--- config.mk ---
export PLATFORM = sky130hd
export DESIGN_NAME = stk_exec_unit
export DESIGN_NICKNAME = d
export VERILOG_FILES = /design/src/rtl/stk_pkg.sv /design/src/rtl/stk_alu.sv /design/src/rtl/stk_ctrl.sv /design/src/rtl/stk_store.sv /design/src/rtl/stk_exec_unit.sv
export SDC_FILE = /design/constraint.sdc
export NUM_CORES = 1
export LEC_CHECK = 0
export BUFFER_PORTS_ARGS = -buffer_cell sky130_fd_sc_hd__buf_2
export CAP_MARGIN = 10
export CELL_PAD_IN_SITES_DETAIL_PLACEMENT = 2
export CELL_PAD_IN_SITES_GLOBAL_PLACEMENT = 2
export CORE_MARGIN = 2
export CORE_UTILIZATION = 42
export CTS_CLUSTER_SIZE = 14
export DETAILED_ROUTE_END_ITERATION = 8
export GPL_TIMING_DRIVEN = 0
export PLACE_DENSITY_LB_ADDON = 0.1
export SETUP_SLACK_MARGIN = 0.3
export SLEW_MARGIN = 5
export SYNTH_ARGS = -nofsm -noshare
export SYNTH_HDL_FRONTEND = slang
export SYNTH_HIERARCHICAL = 1
export SYNTH_SLANG_ARGS = --single-unit
--- constraint.sdc ---
create_clock -name clk -period 10.1 [get_ports clk]
set_input_delay 1.515 -clock clk [delete_from_list [all_inputs] [get_ports clk]]
set_output_delay 1.515 -clock clk [all_outputs]
set_load 0.005 [all_outputs]
--- src/rtl/stk_pkg.sv ---
package stk_pkg;

  typedef enum logic [3:0] {
    OP_NONE = 4'd0,
    OP_PUSH = 4'd1,
    OP_POP  = 4'd2,
    OP_DUP  = 4'd3,
    OP_ADD  = 4'd4,
    OP_SUB  = 4'd5,
    OP_AND  = 4'd6,
    OP_OR   = 4'd7,
    OP_XOR  = 4'd8,
    OP_MUL  = 4'd9
  } stk_op_e;

  // change applied to the store in one cycle
  typedef enum logic [1:0] {
    ACT_HOLD   = 2'd0,
    ACT_GROW   = 2'd1,
    ACT_SHRINK = 2'd2,
    ACT_REDUCE = 2'd3
  } stk_act_e;

  // where the written value comes from
  typedef enum logic [1:0] {
    SRC_IMM = 2'd0,
    SRC_TOP = 2'd1,
    SRC_ALU = 2'd2
  } stk_src_e;

endpackage

--- src/rtl/stk_alu.sv ---
module stk_alu
  import stk_pkg::*;
#(
  parameter int W = 16
) (
  input  logic [3:0]   op,
  input  logic [W-1:0] lhs,
  input  logic [W-1:0] rhs,
  output logic [W-1:0] res
);

  always_comb begin
    unique case (op)
      OP_ADD:  res = lhs + rhs;
      OP_SUB:  res = lhs - rhs;
      OP_AND:  res = lhs & rhs;
      OP_OR:   res = lhs | rhs;
      OP_XOR:  res = lhs ^ rhs;
      OP_MUL:  res = lhs * rhs;
      default: res = '0;
    endcase
  end

endmodule

--- src/rtl/stk_ctrl.sv ---
module stk_ctrl
  import stk_pkg::*;
#(
  parameter int DEPTH = 8,
  parameter int CNT_W = 4
) (
  input  logic             strobe,
  input  logic [3:0]       op,
  input  logic [CNT_W-1:0] level,
  output stk_act_e         act,
  output stk_src_e         src,
  output logic             ovf_hit,
  output logic             unf_hit
);

  logic is_full;
  logic is_empty;
  logic has_pair;

  assign is_full  = (level == CNT_W'(DEPTH));
  assign is_empty = (level == '0);
  assign has_pair = (level >= CNT_W'(2));

  always_comb begin
    act     = ACT_HOLD;
    src     = SRC_IMM;
    ovf_hit = 1'b0;
    unf_hit = 1'b0;
    if (strobe) begin
      unique case (op)
        OP_PUSH: begin
          if (is_full) ovf_hit = 1'b1;
          else act = ACT_GROW;
        end
        OP_POP: begin
          if (is_empty) unf_hit = 1'b1;
          else act = ACT_SHRINK;
        end
        OP_DUP: begin
          src = SRC_TOP;
          if (is_empty) unf_hit = 1'b1;
          else if (is_full) ovf_hit = 1'b1;
          else act = ACT_GROW;
        end
        OP_ADD, OP_SUB, OP_AND, OP_OR, OP_XOR, OP_MUL: begin
          src = SRC_ALU;
          if (!has_pair) unf_hit = 1'b1;
          else act = ACT_REDUCE;
        end
        default: ;
      endcase
    end
  end

endmodule

--- src/rtl/stk_store.sv ---
module stk_store
  import stk_pkg::*;
#(
  parameter int W     = 16,
  parameter int DEPTH = 8,
  parameter int CNT_W = 4
) (
  input  logic             clk,
  input  logic             rst,
  input  stk_act_e         act,
  input  logic [W-1:0]     wdata,
  output logic [CNT_W-1:0] level,
  output logic [W-1:0]     top,
  output logic [W-1:0]     second
);

  logic [W-1:0]     slot_q [DEPTH];
  logic [CNT_W-1:0] level_q;

  // one write port: a grow writes just above the top, a reduce writes into the second slot
  for (genvar g = 0; g < DEPTH; g++) begin : g_slot
    logic wr_en;
    assign wr_en = ((act == ACT_GROW)   && (level_q == CNT_W'(g))) ||
                   ((act == ACT_REDUCE) && (level_q == CNT_W'(g + 2)));
    always_ff @(posedge clk) begin
      if (rst) slot_q[g] <= '0;
      else if (wr_en) slot_q[g] <= wdata;
    end
  end

  always_ff @(posedge clk) begin
    if (rst) level_q <= '0;
    else begin
      unique case (act)
        ACT_GROW:               level_q <= level_q + CNT_W'(1);
        ACT_SHRINK, ACT_REDUCE: level_q <= level_q - CNT_W'(1);
        default:                level_q <= level_q;
      endcase
    end
  end

  always_comb begin
    top    = '0;
    second = '0;
    for (int i = 0; i < DEPTH; i++) begin
      if (level_q == CNT_W'(i + 1)) top    = slot_q[i];
      if (level_q == CNT_W'(i + 2)) second = slot_q[i];
    end
  end

  assign level = level_q;

endmodule

--- src/rtl/stk_exec_unit.sv ---
module stk_exec_unit
  import stk_pkg::*;
#(
  parameter int DATA_W = 16,
  parameter int DEPTH  = 8
) (
  input  logic              clk,
  input  logic              rst,
  input  logic              instr_stb,
  input  logic [3:0]        instr_op,
  input  logic [DATA_W-1:0] push_data,
  output logic [DATA_W-1:0] tos_out,
  output logic              done,
  output logic              overflow_flag,
  output logic              underflow_flag
);

  localparam int CNT_W = $clog2(DEPTH + 1);

  stk_act_e          act;
  stk_src_e          src;
  logic              ovf_hit;
  logic              unf_hit;
  logic [CNT_W-1:0]  level;
  logic [DATA_W-1:0] top;
  logic [DATA_W-1:0] second;
  logic [DATA_W-1:0] alu_res;
  logic [DATA_W-1:0] wdata;
  logic              done_q;
  logic              ovf_q;
  logic              unf_q;

  stk_ctrl #(.DEPTH(DEPTH), .CNT_W(CNT_W)) u_ctrl (
    .strobe  (instr_stb),
    .op      (instr_op),
    .level   (level),
    .act     (act),
    .src     (src),
    .ovf_hit (ovf_hit),
    .unf_hit (unf_hit)
  );

  stk_alu #(.W(DATA_W)) u_alu (
    .op  (instr_op),
    .lhs (second),
    .rhs (top),
    .res (alu_res)
  );

  always_comb begin
    unique case (src)
      SRC_TOP: wdata = top;
      SRC_ALU: wdata = alu_res;
      default: wdata = push_data;
    endcase
  end

  stk_store #(.W(DATA_W), .DEPTH(DEPTH), .CNT_W(CNT_W)) u_store (
    .clk    (clk),
    .rst    (rst),
    .act    (act),
    .wdata  (wdata),
    .level  (level),
    .top    (top),
    .second (second)
  );

  always_ff @(posedge clk) begin
    if (rst) begin
      done_q <= 1'b0;
      ovf_q  <= 1'b0;
      unf_q  <= 1'b0;
    end else begin
      done_q <= instr_stb;
      ovf_q  <= ovf_q | ovf_hit;
      unf_q  <= unf_q | unf_hit;
    end
  end

  assign tos_out        = top;
  assign done           = done_q;
  assign overflow_flag  = ovf_q;
  assign underflow_flag = unf_q;

endmodule

==> flow_metrics.py, run 1 <==
metrics = {
    "outcome": {
        "status": "finished, final reports clean",
    },
    "cts": {
        "clock_path_buffers": 2,
        "cts_buffers": 17,
        "cts_hold_buf": 0,
        "clk_latency_ns": 0.43,
        "ctsHtreeMaxLevel": 4,
        "tritoncts": "built",
        "root_buffer": "clkbuf_16",
        "clkTransAtPathRegs_ns": 0.06,
        "cts_sinks": 135,
    },
    "drt": {
        "drtIter0Drc": 758,
        "wirelength_mm": 56.19,
        "route.vias.total": 12197,
        "avgViaCountPerCell": 6.026,
        "first_pass_iters": 5,
        "ant_nets": 0,
        "wire_per_inst_um": 27.76,
        "drcViolationCount": 0,
    },
    "die": {
        "core_um2": 32620,
        "dieArea_um2": 34710,
        "start_util_pct": 42.79,
        "die_w_um": 186.3,
        "die_y_um": 186.3,
        "rows": 66,
        "num_io_pins": 42,
    },
    "global_routing": {
        "overflow": 0,
        "grt_max_degree": 17,
        "grt_pass1_vias": 13694,
        "track_usage_pct": 33.21,
        "grt_pass1_wl_mm": 84.74,
        "antenna_found_initial": 0,
    },
    "placed_design": {
        "gp_congestion": 0.8997,
        "dp.cells": 1991,
        "buffer_ports.inserted": 41,
        "dp_hpwl_mm": 44.37,
    },
    "worst_setup_path": {
        "max_stage_delay_ns": 0.58,
        "cp_top_family": "adder cells",
        "critPathLaunchType": "flip-flop",
        "path_common_cell": "fa_1",
        "critical_path_arrival_ns": 9.70,
        "critPathRequiredTime_ns": 10.27,
        "reg2reg_slack_ns": 0.57,
        "cpMaxStageDelayCell": "nand3_1",
        "crit_type": "reg2reg",
        "critPathBufInv": 9,
        "path_max_fanout": 10,
        "cp-end-kind": "flip-flop",
    },
    "logic_synthesis": {
        "yosysSeqAreaShare_pct": 28.54,
        "post_synth_num_cell_types": 90,
        "syn_inst": 1505,
        "synth_area_um2": 13960,
        "synth_most_common_cell": "inv_1",
        "synth_top_area_share_pct": 27.54,
        "synth.area.top_cells": "edfxtp_1 (28%), fa_1 (12%), ha_1 (9.2%), and2_1 (5.9%), inv_1 (4.4%)",
        "synth_flop_cell": "edfxtp_1",
        "yosysTopAreaCell": "edfxtp_1",
        "postSynth.asyncResetShare_pct": 0,
        "synthesis.nets": 1712,
        "synth-edff-count": 128,
        "syn_avg_cell_area_um2": 9.274,
        "yosys_warnings": 6,
        "ys_ff_latch": 135,
        "synth_commonest_cells": "inv_1 (165), and2_1 (131), edfxtp_1 (128)",
    },
    "sta": {
        "hold_viol_final": 0,
        "finalClockSkew_ns": 0.01271,
        "fin_crit_ns": 9.526,
        "max_freq_ghz": 0.1050,
        "worst_pin_slew_ns": 1.361,
        "drv_slew": 0,
        "period_share_pct": 94.32,
        "finalSetupTns_ns": 0,
        "rsz0062_at_grt": "no",
        "relSlewSlack_pct": 8.139,
        "setup_violations": 0,
    },
    "final_layout": {
        "drive_gt1_share_pct": 11.19,
        "fin_cells": 2024,
        "fillCellCount": 3591,
        "n_antenna_cell": 0,
        "fin_nets": 1776,
        "area_growth_pct": 10.21,
    },
    "pwr": {
        "powerDensity_nw_per_um2": 96.47,
        "power.leakage_uw": 0.006301,
        "ir_worst_vdd_mv": 0.1187,
    },
    "min_path": {
        "hp-class": "reg2reg",
    },
    "flow_run": {
        "drv_cap": 0,
    },
}
[layer usage]
layer	global-route usage [%]	wire, um
met1	38.23	22390
met4	16.06	2653
met2	61.95	29360
met5	0	0
met3	2.804	1784
[cells by family (layout without fill, tap and decap cells)]
kind of cell	after synthesis	count (layout)	synth area share, %
AND/OR/NAND/NOR	538	538	20.26
AO/OA/AOI/OAI	312	312	17.53
buffers and inverters	265	342	8.113
adder cells (fa/ha/maj)	184	184	20.85
flip-flops	135	135	28.54
XOR/XNOR	64	64	4.169
multiplexers	7	7	0.5289
[sequential cells by signal, summed over array words and instances (netlist names)]
| name | cells |
|---|---|
| u_store/slot_q | 128 |
| u_store/level | 4 |
| done | 1 |
| overflow_flag | 1 |
| underflow_flag | 1 |
[metrics by stage]
| stage | cell area (um2) | total power (uW) | utilization [%] | hold slack (ns) | setup slack [ns] |
|---|---|---|---|---|---|
| 2_1_floorplan | 13960 | 752.5 | - | 0.4576 | 2.811 |
| 3_3_place_gp | 14720 | 807.3 | 45.11 | 0.4407 | 0.009624 |
| 3_5_place_dp | 14750 | 815.5 | 45.22 | 0.4578 | 0.4229 |
| 4_1_cts | 15380 | 1489 | 47.14 | 0.5100 | 0.3569 |
| 5_1_grt | 15380 | 1525 | 47.16 | 0.5229 | 0.3326 |
| 6_report | 15380 | 1484 | 47.16 | 0.4914 | 0.5740 |
[timing repair]
action                                  in CTS  in global routing
setup buffers                                0                  0
endpoints found under the setup margin       0                 24
gates resized for setup                      0                  4
[path summary, 6_finish.rpt]
check                                      start               endpoint  depth (start not counted)
worst max register to register  u_store/level[0]  u_store/slot_q[0][30]                         29
worst min-delay path               overflow_flag          overflow_flag                          2
worst min register to register     overflow_flag          overflow_flag                          2
worst max-delay path            u_store/level[0]  u_store/slot_q[0][30]                         29
[worst reg2reg max path, delay by kind of cell, from the launching register on]
kind | cells | cell delay, ns
adders and majority gates | 8 | 3.58
buffers and inverters | 9 | 1.95
AOI/OAI and AO/OA | 6 | 1.49
and+or+nand+nor | 5 | 1.46
DFF | 1 | 0.49
muxes | 1 | 0.31
[cells in the final DEF, fill, tap and decap left out, drive strengths merged, types with 7 or more instances in the layout]
cell type	count
a221o	33
nand2	108
a2bb2oi	7
a21o	7
nor2	118
clkbuf	56
edfxtp	128
xor2	22
or3	11
o21ai	51
clkinv	10
ha	103
and2	131
buf	99
inv	171
o211ai	13
a221oi	35
o221ai	7
a211oi	9
fa	81
xnor2	41
a21oi	34
nor2b	20
a22oi	41
dfxtp	7
nand2b	30
nor3b	9
o31ai	9
nand3	69
a211o	7
o21a	7
a2111o	7
nor3	11
[layout make-up]
type                       count  area (um2)  share of cell area [%]
buffer                        92       484.2                   3.148
clock buffer                  18       429.2                   2.790
clock inverter                14       197.7                   1.285
inverter                     173       649.4                   4.222
multi-input combinational   1105        8845                   57.50
sequential                   135        3984                   25.90
tap                          442       553.0                   3.595
timing repair buffer          45       240.2                   1.562
[power by group]
group          switching, uW  internal [uW]  total (uW)  leakage, uW
clock network            259            415         675     0.000301
logic                    110           56.3         166      0.00462
registers               12.8            630         643      0.00138
total                    382           1100        1480      0.00630
Power figures use the tool's default switching activity.
==> run 2: changes to the inputs <==
--- a/config.mk
+++ b/config.mk
@@ -15,6 +15,7 @@
 export DETAILED_ROUTE_END_ITERATION = 8
 export GPL_TIMING_DRIVEN = 0
 export PLACE_DENSITY_LB_ADDON = 0.1
+export RECOVER_POWER = 100
 export SETUP_SLACK_MARGIN = 0.3
 export SLEW_MARGIN = 5
 export SYNTH_ARGS = -nofsm -noshare
==> run 2 against run 1 <==
  * The flow now finishes with violations (max-capacitance violations, max-slew violations)
  * Clock power about the same
  * Utilization shrank 0.15 points
  * Clock skew about the same
  * Sequential power hardly changed
  * Largest power group unchanged
  * Highest routed layer unchanged
==> flow_metrics.py, run 2 (synthesis gave the netlist of run 1 again) <==
metrics = {
    "drt": {
        "first_pass_iters": 7,
        "avgViaCountPerCell": 6.034,
        "wire_per_inst_um": 27.80,
        "drtIter0Drc": 797,
        "wirelength_mm": 56.27,
        "ant_nets": 0,
        "drcViolationCount": 0,
        "route.vias.total": 12212,
    },
    "cts": {
        "postCtsSetupBuffers": 0,
        "tritoncts": "built",
        "cts_buffers": 17,
        "clock_path_buffers": 2,
        "clkTransAtPathRegs_ns": 0.06,
        "clk_latency_ns": 0.43,
        "root_buffer": "clkbuf_16",
        "cts_sinks": 135,
        "ctsHtreeMaxLevel": 4,
    },
    "placed_design": {
        "buffer_ports.inserted": 41,
        "gp_congestion": 0.8997,
        "place_ws_ns": 0.4229,
        "dp_hpwl_mm": 44.37,
    },
    "worst_setup_path": {
        "critPathLaunchType": "flip-flop",
        "path_max_fanout": 10,
        "crit_type": "reg2reg",
        "critical_path_arrival_ns": 9.98,
        "cp-end-kind": "flip-flop",
        "reg2reg_slack_ns": 0.40,
        "critPathRequiredTime_ns": 10.38,
    },
    "pwr": {
        "seqPwrFrac_pct": 43.4,
        "power.total_uw": 1483,
        "clockPowerShare_pct": 45.5,
        "power.leakage_uw": 0.006105,
        "p_switching_uw": 382.7,
        "pwr-share-comb_pct": 11.1,
        "ir_worst_vdd_mv": 0.1176,
        "powerDensity_nw_per_um2": 96.74,
        "power.internal_uw": 1101,
        "switching_share_pct": 25.80,
    },
    "global_routing": {
        "grt_max_degree": 17,
        "antenna_found_initial": 0,
        "track_usage_pct": 33.21,
        "grt_pass1_wl_mm": 84.74,
        "overflow": 0,
        "grt_pass1_vias": 13694,
    },
    "final_layout": {
        "mostFrequentLayoutCells": "inv_1 (165), edfxtp_1 (128), nor2_1 (117), and2_0 (115), nand2_1 (107)",
        "final_common_cell": "inv_1",
        "multi_input_area_um2": 8828,
        "drive_gt1_share_pct": 9.482,
        "fillCellCount": 3605,
        "regMostFlops": "u_store/slot_q",
        "n_antenna_cell": 0,
        "fin_nets": 1776,
        "area_growth_pct": 9.870,
        "largest_reg_flops": 128,
        "regArea_um2": 3984,
    },
    "sta": {
        "rsz0062_at_grt": "no",
        "drv_slew": 9,
        "max_freq_ghz": 0.1031,
        "hold_viol_final": 0,
        "layout_setup_ws_ns": 0.4003,
        "setup_violations": 0,
        "relSlewSlack_pct": -7.389,
        "finalSetupTns_ns": 0,
        "period_share_pct": 96.04,
        "worst_pin_slew_ns": 1.594,
        "hold_slack_ns": 0.4978,
        "finalClockSkew_ns": 0.01224,
        "fin_crit_ns": 9.700,
    },
    "die": {
        "die_w_um": 186.3,
        "start_util_pct": 42.79,
        "core_um2": 32620,
        "die_y_um": 186.3,
        "rows": 66,
        "dieArea_um2": 34710,
        "num_io_pins": 42,
    },
    "outcome": {
        "status": "complete, but fails checks",
        "violations": "max-capacitance violations, max-slew violations",
    },
    "min_path": {
        "hp-class": "reg2reg",
    },
    "flow_run": {
        "drv_cap": 1,
    },
}
[run 2: changes by cell type in the layout (fill, tap and decap cells not counted), moves of 4 or more]
cell,change
buf_2,-15
clkbuf_1,+20
and2_0,+115
and2_1,-115
o21ai_1,-10
o21ai_0,+11
a31o_1,+4
a31o_2,-4
[run 2: path summary, 6_finish.rpt]
check,from,endpoint,cells after the start
max,u_store/level[0],u_store/slot_q[1][38],26
min,underflow_flag,underflow_flag,2
max reg2reg,u_store/level[0],u_store/slot_q[1][38],26
min reg2reg,underflow_flag,underflow_flag,2
[run 2: power groups by stage]
| stage | Combinational (uW) | Sequential [uW] | Clock, uW |
|---|---|---|---|
| after floorplan | 104 | 649 | 0 |
| after global placement | 155 | 652 | 0 |
| after detailed placement | 162 | 654 | 0 |
| after CTS | 163 | 643 | 683 |
| after global routing | 175 | 645 | 705 |
| final | 165 | 643 | 675 |
[run 2: final cells by class]
cell class	count	share of cell area, %
well taps	442	3.606
repair buffers	45	1.395
flip-flops and latches	135	25.98
inverters	173	4.235
multi-input cells	1105	57.57
clock buffers	18	2.799
plain buffers	92	3.125
clock inverters	14	1.289
[run 2: routing by layer]
layer	global-route usage (%)	share of wire, %
met1	38.23	40
met2	61.95	52
met3	2.804	3.5
met4	16.06	4.8
met5	0	0
[run 2: what timing repair did]
action | CTS | global route
gates resized for setup | 0 | 4
hold endpoints to repair | 0 | 0
hold buffers | 0 | 0
endpoints found under the setup margin | 0 | 24
[run 2: stage by stage]
stage	cell area, um2	instances	util (%)
final	15330	2024	47.01
after global routing	15330	2024	47.01
after CTS	15380	2023	47.14
after detailed placement	14750	1991	45.22
after global placement	14720	1988	45.11
after floorplan	13960	1505	-
[run 2: worst max-delay path, stage by stage, from the launching register on]
cell,delay [ns]
dfxtp_1,0.50
inv_1,0.15
ha_1,0.24
buf_4,0.18
nor2b_1,0.15
clkbuf_1,0.44
a221oi_1,0.15
a2111o_1,0.48
nand3_1,0.30
buf_2,0.40
clkinv_1,0.46
nor2_1,0.26
fa_1,0.44
ha_1,0.31
ha_1,0.21
fa_1,0.50
ha_1,0.31
inv_1,0.06
fa_1,0.54
inv_1,0.05
ha_1,0.33
o21ai_0,0.11
nor2_1,0.13
o311ai_0,1.13
a22oi_2,0.18
o21ai_0,1.25
and2_0,0.28
